**src/rtl/ssf_pkg.sv**
```systemverilog
package ssf_pkg;

  localparam logic [2:0] OFS_CTRL   = 3'd0;
  localparam logic [2:0] OFS_STATUS = 3'd1;
  localparam logic [2:0] OFS_FLAGS  = 3'd2;
  localparam logic [2:0] OFS_MASK   = 3'd3;
  localparam logic [2:0] OFS_TXDAT  = 3'd4;
  localparam logic [2:0] OFS_RXDAT  = 3'd5;

  // queue indices: transmit pair first, then receive pair; bit 0 is the phase
  localparam int Q_TXL = 0;
  localparam int Q_TXR = 1;
  localparam int Q_RXL = 2;
  localparam int Q_RXR = 3;
  localparam int NQ    = 4;
  localparam int NFLAG = 8;

  localparam int THR_W = 3;
  localparam int CTL_TXDMA = 16;
  localparam int CTL_RXDMA = 17;
  localparam int CTL_TXCLR = 20;
  localparam int CTL_RXCLR = 21;

  // threshold code to word count; codes above 3 saturate at 16
  function automatic logic [15:0] thr_words(input logic [THR_W-1:0] code);
    logic [15:0] w;
    if (code[2] || code[1:0] == 2'd3) w = 16'd16;
    else w = 16'd2 << code[1:0];
    return w;
  endfunction

endpackage

```
**src/rtl/ssf_lane.sv**
```systemverilog
module ssf_lane import ssf_pkg::*; #(
  parameter int DEPTH = 16,
  parameter int SW    = 24,
  parameter bit IS_TX = 1'b1
) (
  input  logic                 clk,
  input  logic                 rst_n,
  input  logic                 clear,
  input  logic                 push,
  input  logic [SW-1:0]        push_data,
  input  logic                 pop,
  input  logic [THR_W-1:0]     thr_code,
  output logic [SW-1:0]        head,
  output logic                 full,
  output logic                 empty,
  output logic                 level,
  output logic                 push_drop,
  output logic                 pop_miss
);
  localparam int AW = (DEPTH > 1) ? $clog2(DEPTH) : 1;
  localparam int CW = AW + 1;

  logic [SW-1:0] mem [DEPTH];
  logic [AW-1:0] wr_ptr, rd_ptr;
  logic [CW-1:0] count;
  logic          do_push, do_pop;
  logic [15:0]   occ, space, thr;

  assign full    = (count == CW'(DEPTH));
  assign empty   = (count == '0);
  assign do_push = push && !full && !clear;
  assign do_pop  = pop && !empty && !clear;
  assign push_drop = push && full && !clear;
  assign pop_miss  = pop && empty && !clear;
  assign head    = empty ? '0 : mem[rd_ptr];

  assign occ   = 16'(count);
  assign space = 16'(DEPTH) - occ;
  assign thr   = thr_words(thr_code);

  generate
    if (IS_TX) begin : g_tx_level
      assign level = (space >= thr);
    end else begin : g_rx_level
      assign level = (occ >= thr);
    end
  endgenerate

  always_ff @(posedge clk) begin
    if (do_push) mem[wr_ptr] <= push_data;
  end

  always_ff @(posedge clk or negedge rst_n) begin
    if (!rst_n) begin
      wr_ptr <= '0;
      rd_ptr <= '0;
      count  <= '0;
    end else if (clear) begin
      wr_ptr <= '0;
      rd_ptr <= '0;
      count  <= '0;
    end else begin
      if (do_push) wr_ptr <= (wr_ptr == AW'(DEPTH-1)) ? '0 : wr_ptr + 1'b1;
      if (do_pop)  rd_ptr <= (rd_ptr == AW'(DEPTH-1)) ? '0 : rd_ptr + 1'b1;
      count <= count + CW'(do_push) - CW'(do_pop);
    end
  end

  a_r3_no_overflow: assert property (@(posedge clk) disable iff (!rst_n)
    count <= CW'(DEPTH));

  a_r3_drop_holds_count: assert property (@(posedge clk) disable iff (!rst_n)
    (push_drop && !pop) |=> $stable(count));

  a_r4_miss_holds_count: assert property (@(posedge clk) disable iff (!rst_n)
    (pop_miss && !push) |=> $stable(count));

  a_r9_clear_empties: assert property (@(posedge clk) disable iff (!rst_n)
    clear |=> empty);

endmodule

```
**src/rtl/ssf_steer.sv**
```systemverilog
module ssf_steer (
  input  logic clk,
  input  logic rst_n,
  input  logic clear,
  input  logic advance,
  output logic phase
);
  always_ff @(posedge clk or negedge rst_n) begin
    if (!rst_n)       phase <= 1'b0;
    else if (clear)   phase <= 1'b0;
    else if (advance) phase <= ~phase;
  end

  a_r2_accept_flips: assert property (@(posedge clk) disable iff (!rst_n)
    (advance && !clear) |=> (phase != $past(phase)));

  a_r9_clear_to_left: assert property (@(posedge clk) disable iff (!rst_n)
    clear |=> !phase);

endmodule

```
**src/rtl/ssf_flags.sv**
```systemverilog
module ssf_flags #(
  parameter int N = 8
) (
  input  logic         clk,
  input  logic         rst_n,
  input  logic [N-1:0] set_evt,
  input  logic         w1c_en,
  input  logic [N-1:0] w1c,
  input  logic         mask_wr,
  input  logic [N-1:0] mask_data,
  output logic [N-1:0] flags,
  output logic [N-1:0] mask,
  output logic         irq
);
  logic [N-1:0] clr_bits;
  assign clr_bits = w1c_en ? w1c : '0;

  always_ff @(posedge clk or negedge rst_n) begin
    if (!rst_n) begin
      flags <= '0;
      mask  <= '0;
    end else begin
      flags <= (flags & ~clr_bits) | set_evt;
      if (mask_wr) mask <= mask_data;
    end
  end

  assign irq = |(flags & mask);

  generate
    for (genvar k = 0; k < N; k++) begin : g_chk
      a_r6_event_lands: assert property (@(posedge clk) disable iff (!rst_n)
        set_evt[k] |=> flags[k]);
      a_r7_w1c_clears: assert property (@(posedge clk) disable iff (!rst_n)
        (clr_bits[k] && !set_evt[k]) |=> !flags[k]);
    end
  endgenerate

endmodule

```
**src/rtl/stereo_sample_fifo.sv**
```systemverilog
module stereo_sample_fifo import ssf_pkg::*; #(
  parameter int DEPTH = 16,
  parameter int SW    = 24,
  parameter int BUS_W = 32
) (
  input  logic             clk,
  input  logic             rst_n,
  input  logic             bus_wr,
  input  logic             bus_rd,
  input  logic [2:0]       bus_addr,
  input  logic [BUS_W-1:0] bus_wdata,
  output logic [BUS_W-1:0] bus_rdata,
  input  logic             ser_tx_pop,
  input  logic             ser_tx_phase,
  output logic [SW-1:0]    ser_tx_data,
  input  logic             ser_rx_push,
  input  logic             ser_rx_phase,
  input  logic [SW-1:0]    ser_rx_data,
  output logic             tx_dma_req,
  output logic             rx_dma_req,
  output logic             irq
);
  // control state
  logic [THR_W-1:0] thr_code [NQ];
  logic             tx_dma_en, rx_dma_en;
  logic [SW-1:0]    last_tx;

  // decoded strobes
  logic ctl_wr, tx_wr, rx_rd, flag_wr, mask_wr;
  logic tx_clear, rx_clear;
  assign ctl_wr   = bus_wr && (bus_addr == OFS_CTRL);
  assign flag_wr  = bus_wr && (bus_addr == OFS_FLAGS);
  assign mask_wr  = bus_wr && (bus_addr == OFS_MASK);
  assign tx_wr    = bus_wr && (bus_addr == OFS_TXDAT);
  assign rx_rd    = bus_rd && (bus_addr == OFS_RXDAT);
  assign tx_clear = ctl_wr && bus_wdata[CTL_TXCLR];
  assign rx_clear = ctl_wr && bus_wdata[CTL_RXCLR];

  // steering
  logic tx_phase, rx_phase;
  logic tx_accept, rx_accept;

  // lane interconnect
  logic [NQ-1:0] q_push, q_pop, q_clear, q_full, q_empty, q_level, q_drop, q_miss;
  logic [SW-1:0] q_wdata [NQ];
  logic [SW-1:0] q_head  [NQ];

  always_comb begin
    q_push[Q_TXL] = tx_wr && !tx_phase;
    q_push[Q_TXR] = tx_wr &&  tx_phase;
    q_push[Q_RXL] = ser_rx_push && !ser_rx_phase;
    q_push[Q_RXR] = ser_rx_push &&  ser_rx_phase;
    q_pop[Q_TXL]  = ser_tx_pop && !ser_tx_phase;
    q_pop[Q_TXR]  = ser_tx_pop &&  ser_tx_phase;
    q_pop[Q_RXL]  = rx_rd && !rx_phase;
    q_pop[Q_RXR]  = rx_rd &&  rx_phase;
    q_clear       = {rx_clear, rx_clear, tx_clear, tx_clear};
    q_wdata[Q_TXL] = bus_wdata[SW-1:0];
    q_wdata[Q_TXR] = bus_wdata[SW-1:0];
    q_wdata[Q_RXL] = ser_rx_data;
    q_wdata[Q_RXR] = ser_rx_data;
  end

  generate
    for (genvar i = 0; i < NQ; i++) begin : g_lane
      ssf_lane #(.DEPTH(DEPTH), .SW(SW), .IS_TX(i < 2)) u_lane (
        .clk       (clk),
        .rst_n     (rst_n),
        .clear     (q_clear[i]),
        .push      (q_push[i]),
        .push_data (q_wdata[i]),
        .pop       (q_pop[i]),
        .thr_code  (thr_code[i]),
        .head      (q_head[i]),
        .full      (q_full[i]),
        .empty     (q_empty[i]),
        .level     (q_level[i]),
        .push_drop (q_drop[i]),
        .pop_miss  (q_miss[i])
      );
    end
  endgenerate

  logic tx_sel_full, rx_sel_empty;
  assign tx_sel_full  = tx_phase ? q_full[Q_TXR]  : q_full[Q_TXL];
  assign rx_sel_empty = rx_phase ? q_empty[Q_RXR] : q_empty[Q_RXL];
  assign tx_accept    = tx_wr && !tx_sel_full;
  assign rx_accept    = rx_rd && !rx_sel_empty;

  ssf_steer u_tx_steer (
    .clk(clk), .rst_n(rst_n), .clear(tx_clear), .advance(tx_accept), .phase(tx_phase)
  );
  ssf_steer u_rx_steer (
    .clk(clk), .rst_n(rst_n), .clear(rx_clear), .advance(rx_accept), .phase(rx_phase)
  );

  // control register and last transmit sample
  always_ff @(posedge clk or negedge rst_n) begin
    if (!rst_n) begin
      for (int i = 0; i < NQ; i++) thr_code[i] <= '0;
      tx_dma_en <= 1'b0;
      rx_dma_en <= 1'b0;
      last_tx   <= '0;
    end else begin
      if (ctl_wr) begin
        for (int i = 0; i < NQ; i++) thr_code[i] <= bus_wdata[4*i +: THR_W];
        tx_dma_en <= bus_wdata[CTL_TXDMA];
        rx_dma_en <= bus_wdata[CTL_RXDMA];
      end
      if (tx_accept && !tx_clear) last_tx <= bus_wdata[SW-1:0];
    end
  end

  // event vector, bit order fixed by the flag register layout
  logic [NFLAG-1:0] evt, flags, mask;
  assign evt = {
    q_drop[Q_RXR], q_drop[Q_RXL],
    q_level[Q_RXR], q_level[Q_RXL],
    q_miss[Q_TXR], q_miss[Q_TXL],
    q_level[Q_TXR], q_level[Q_TXL]
  };

  ssf_flags #(.N(NFLAG)) u_flags (
    .clk       (clk),
    .rst_n     (rst_n),
    .set_evt   (evt),
    .w1c_en    (flag_wr),
    .w1c       (bus_wdata[NFLAG-1:0]),
    .mask_wr   (mask_wr),
    .mask_data (bus_wdata[NFLAG-1:0]),
    .flags     (flags),
    .mask      (mask),
    .irq       (irq)
  );

  assign tx_dma_req  = tx_dma_en && (q_level[Q_TXL] || q_level[Q_TXR]);
  assign rx_dma_req  = rx_dma_en && (q_level[Q_RXL] || q_level[Q_RXR]);
  assign ser_tx_data = ser_tx_phase ? q_head[Q_TXR] : q_head[Q_TXL];

  // read mux
  logic [SW-1:0] rx_head_sel;
  assign rx_head_sel = rx_phase ? q_head[Q_RXR] : q_head[Q_RXL];

  always_comb begin
    bus_rdata = '0;
    unique case (bus_addr)
      OFS_CTRL: begin
        for (int i = 0; i < NQ; i++) bus_rdata[4*i +: THR_W] = thr_code[i];
        bus_rdata[CTL_TXDMA] = tx_dma_en;
        bus_rdata[CTL_RXDMA] = rx_dma_en;
      end
      OFS_STATUS: begin
        bus_rdata[17] = q_full[Q_TXL];
        bus_rdata[16] = q_full[Q_TXR];
        bus_rdata[1]  = q_empty[Q_RXL];
        bus_rdata[0]  = q_empty[Q_RXR];
      end
      OFS_FLAGS: bus_rdata[NFLAG-1:0] = flags;
      OFS_MASK:  bus_rdata[NFLAG-1:0] = mask;
      OFS_TXDAT: bus_rdata[SW-1:0]    = last_tx;
      OFS_RXDAT: bus_rdata[SW-1:0]    = rx_head_sel;
      default:   bus_rdata = '0;
    endcase
  end

  a_r3_drop_keeps_phase: assert property (@(posedge clk) disable iff (!rst_n)
    (tx_wr && !tx_clear && (q_drop[Q_TXL] || q_drop[Q_TXR])) |=> $stable(tx_phase));

  a_r4_miss_keeps_phase: assert property (@(posedge clk) disable iff (!rst_n)
    (rx_rd && !rx_clear && (q_miss[Q_RXL] || q_miss[Q_RXR])) |=> $stable(rx_phase));

  a_r4_empty_read_zero: assert property (@(posedge clk) disable iff (!rst_n)
    (rx_rd && (q_miss[Q_RXL] || q_miss[Q_RXR])) |-> (bus_rdata == '0));

  a_r11_last_tracks: assert property (@(posedge clk) disable iff (!rst_n)
    (tx_accept && !tx_clear) |=> (bus_addr != OFS_TXDAT) || (bus_rdata[SW-1:0] == $past(bus_wdata[SW-1:0])));

endmodule

```
**config.mk**
```make
export PLATFORM = sky130hd
export DESIGN_NAME = stereo_sample_fifo
export DESIGN_NICKNAME = d
export VERILOG_FILES = /design/src/rtl/ssf_pkg.sv /design/src/rtl/ssf_lane.sv /design/src/rtl/ssf_steer.sv /design/src/rtl/ssf_flags.sv /design/src/rtl/stereo_sample_fifo.sv
export SDC_FILE = /design/constraint.sdc
export NUM_CORES = 2
export LEC_CHECK = 0
export ABC_CLOCK_PERIOD_IN_PS = 5100
export CAP_MARGIN = 20
export CORE_MARGIN = 4
export CORE_UTILIZATION = 62
export DETAILED_ROUTE_END_ITERATION = 7
export PLACE_DENSITY = 0.9
export SKIP_CTS_REPAIR_TIMING = 1
export SYNTH_ARGS = -nofsm -noshare
export SYNTH_HDL_FRONTEND = slang
export SYNTH_SLANG_ARGS = --single-unit
```
**constraint.sdc**
```tcl
create_clock -name clk -period 5.1 [get_ports clk]
set_input_delay 0.765 -clock clk [delete_from_list [all_inputs] [get_ports clk]]
set_output_delay 0.765 -clock clk [all_outputs]
set_load 0.02 [all_outputs]
```
==> reports/results.txt <==
via/cell ratio: 7.213
Synth area leaders: edfxtp_1, mux4_2, dfrtp_1
max_cap viols: 0
asr flop ratio synth: 6.569%
Worst Setup Path Type: reg2out
crit share post-route: 98.78%
Syn Std Cell Area: 0.06548 sq mm
largest net degree at the start of global routing: 75
Rows: 118
Critical Path Start Type: register
share of layout cells above drive strength 1: 25.21%
final wirelength: 183400 um
Max transition margin: 17.99%
wire per inst: 36.65 um
Area Growth Syn to Fin: 13.80%
fin util: 71.49%
Final Hold Viols: 0
post-synth top area cell: edfxtp_1
Power Density: 504.7 mW/mm^2
Die Y: 333.0 um
initial core utilization: 62.82%
setup_tns: 0 ps
clk root buf: clkbuf_16
f_max: 0.1985 GHz
Non-Filler Instances: 5003
register bit total from synthesis: 1644
reg2reg setup slack: 1210 ps
Total GRT Usage: 32.09%
status: finished, final reports clean
Seq/Total Area, Yosys: 74.57%
Initial DRC Count: 6061
Sink Count: 1644
antenna violations before repair: 17
Vias: 36090
GP Congestion: 0.8749
number of I/O pins: 126
Top FF cell, synth: edfxtp_1
Slew @ Worst Pin: 1230 ps
worst r2r src: g_lane[1].u_lane.count[1]$_DFF_PN0_
Ys Warns: 0
post-layout min period: 5038 ps
TritonCTS clock tree: built
die area: 0.1109 sq mm
Hold Crit Class: in2async
Final nets: 3638
IO Port Bufs: 109
most frequent cells in the layout: edfxtp_1, mux4_2, clkbuf_16
ANT nets after route: 0
Post-synth EDFFs: 1536
pre-CTS setup slack: 427.7 ps
top cell type's share of synthesized area: 70.44%
FF-to-FF End: g_lane[1].u_lane.count[4]$_DFF_PN0_
crit path capture type: output port
Static Leakage: 0.02433 uW
post-placement cell count: 4684
DR DRC count: 0
core area: 0.1042 sq mm
clk slew on worst S/H paths: 60 ps
CP Max Fanout: 13
FF-to-FF path depth: 15
Pre-Repair DR Iteration Count: 6
Mapped Avg Cell Area: 20.35 sq um
Slew Limit Fails: 0
RSZ-0062 raised after global routing: no
Die Span X: 333.0 um
grt ovf: 0
Critical Path Source: g_lane[3].u_lane.count[3]$_DFF_PN0_
required time of the critical path: 4340 ps
PnR worst setup slack: 62.40 ps
post-route clock skew: 32.15 ps
vias in the first global route: 36800
total placed instance area: 0.06880 sq mm
synthesized instance count: 3218
Distinct cells, synth: 76
post-DP HPWL: 97830 um
first-pass GRT wire length: 256300 um
post-route cell area: 0.07451 sq mm
commonest non-fill, non-tap cell in the layout: edfxtp_1
total CTS buffers: 154
clk buf depth: 3
Skew-Pair Late Insertion Delay: 790 ps
setup violators final: 0
H-Tree Depth: 4
Peak VDD IR: 0.4918 mV
CP Data Arrival Time: 4270 ps
flip-flops by register name, summed over array words and instances (netlist names), 8 cells and up:
signal                count
u_flags.mask              8
g_lane.u_lane.wr_ptr     16
g_lane.u_lane.count      20
u_flags.flags             8
thr_code                 12
last_tx                  24
g_lane.u_lane.rd_ptr     16
g_lane.u_lane.mem      1536
cells by family (layout without fill, tap and decap cells):
| family | after synthesis | after routing | synth area share, % |
|---|---|---|---|
| fa+ha+maj | 74 | 74 | 1.460 |
| simple gates | 404 | 404 | 3.098 |
| xor+xnor | 22 | 22 | 0.2943 |
| buf+inv | 227 | 615 | 1.657 |
| other cells | 1 | 18 | 0.005727 |
| flops | 1644 | 1644 | 74.57 |
| mux | 576 | 576 | 16.18 |
| compound gates | 270 | 270 | 2.736 |
metal layers:
layer,share of wire (%),track usage [%],routed length [um],up-vias
met5,0.074,0,136,-
li1,-,-,-,13730
met3,12,8.332,22510,782
met1,31,38.82,55950,18200
met4,6.5,16.37,12000,14
met2,51,53.95,92770,3357
where the power goes:
group,switching (uW),internal (uW)
Clock,5060,6250
Sequential,1330,15400
Combinational,5070,4490
Total,11500,26100
final cells by class:
cell class,instances,area [sq um]
Sequential cell,1644,48870
Fill cell,5501,29720
Multi-Input combinational cell,1354,15710
Clock buffer,189,4154
Timing Repair Buffer,288,3161
Tap cell,1380,1727
Clock inverter,83,659.4
Inverter,55,206.4
Antenna cell,10,25.02
synth_stat cells (all sizes together), types with 28 or more instances:
master,instances
o22ai,51
mux2,56
and2,28
mux2i,141
inv,55
nand2,118
mux4,379
nor2,102
clkbuf,60
ha,70
buf,112
dfrtp,108
edfxtp,1536
a21oi,66
a22oi,33
worst max-delay path, cell delays in order, from the launching register on:
cell,delay [ps]
dfrtp_1,400
inv_1,100
ha_1,210
nor4b_1,270
buf_4,210
or3_1,380
buf_4,350
nor3_1,80
buf_4,230
a22oi_1,270
nand4b_1,330
clkdlybuf4s50_1,670
stage by stage:
| stage | total power, uW | hold WS (ps) |
|---|---|---|
| after floorplan | 22670 | 458.5 |
| after global placement | 25360 | 470.9 |
| after detailed placement | 25870 | 496.7 |
| after CTS | 37240 | 181.8 |
| after global routing | 38730 | 238.5 |
| final | 37610 | 171.5 |
how the worst max path moves through the flow:
| stage | endpoint | slack, ps | cells after the start |
|---|---|---|---|
| final | bus_rdata[15] | 60 | 11 |
| after global routing | bus_rdata[15] | 8 | 11 |
| after CTS | bus_rdata[10] | 50 | 6 |
| after detailed placement | bus_rdata[15] | 430 | 9 |
| after global placement | bus_rdata[1] | 650 | 6 |
| after floorplan | g_lane[0].u_lane.mem[11][0]$_DFFE_PP_ | 1200 | 5 |
(Power assumes the default switching activity.)
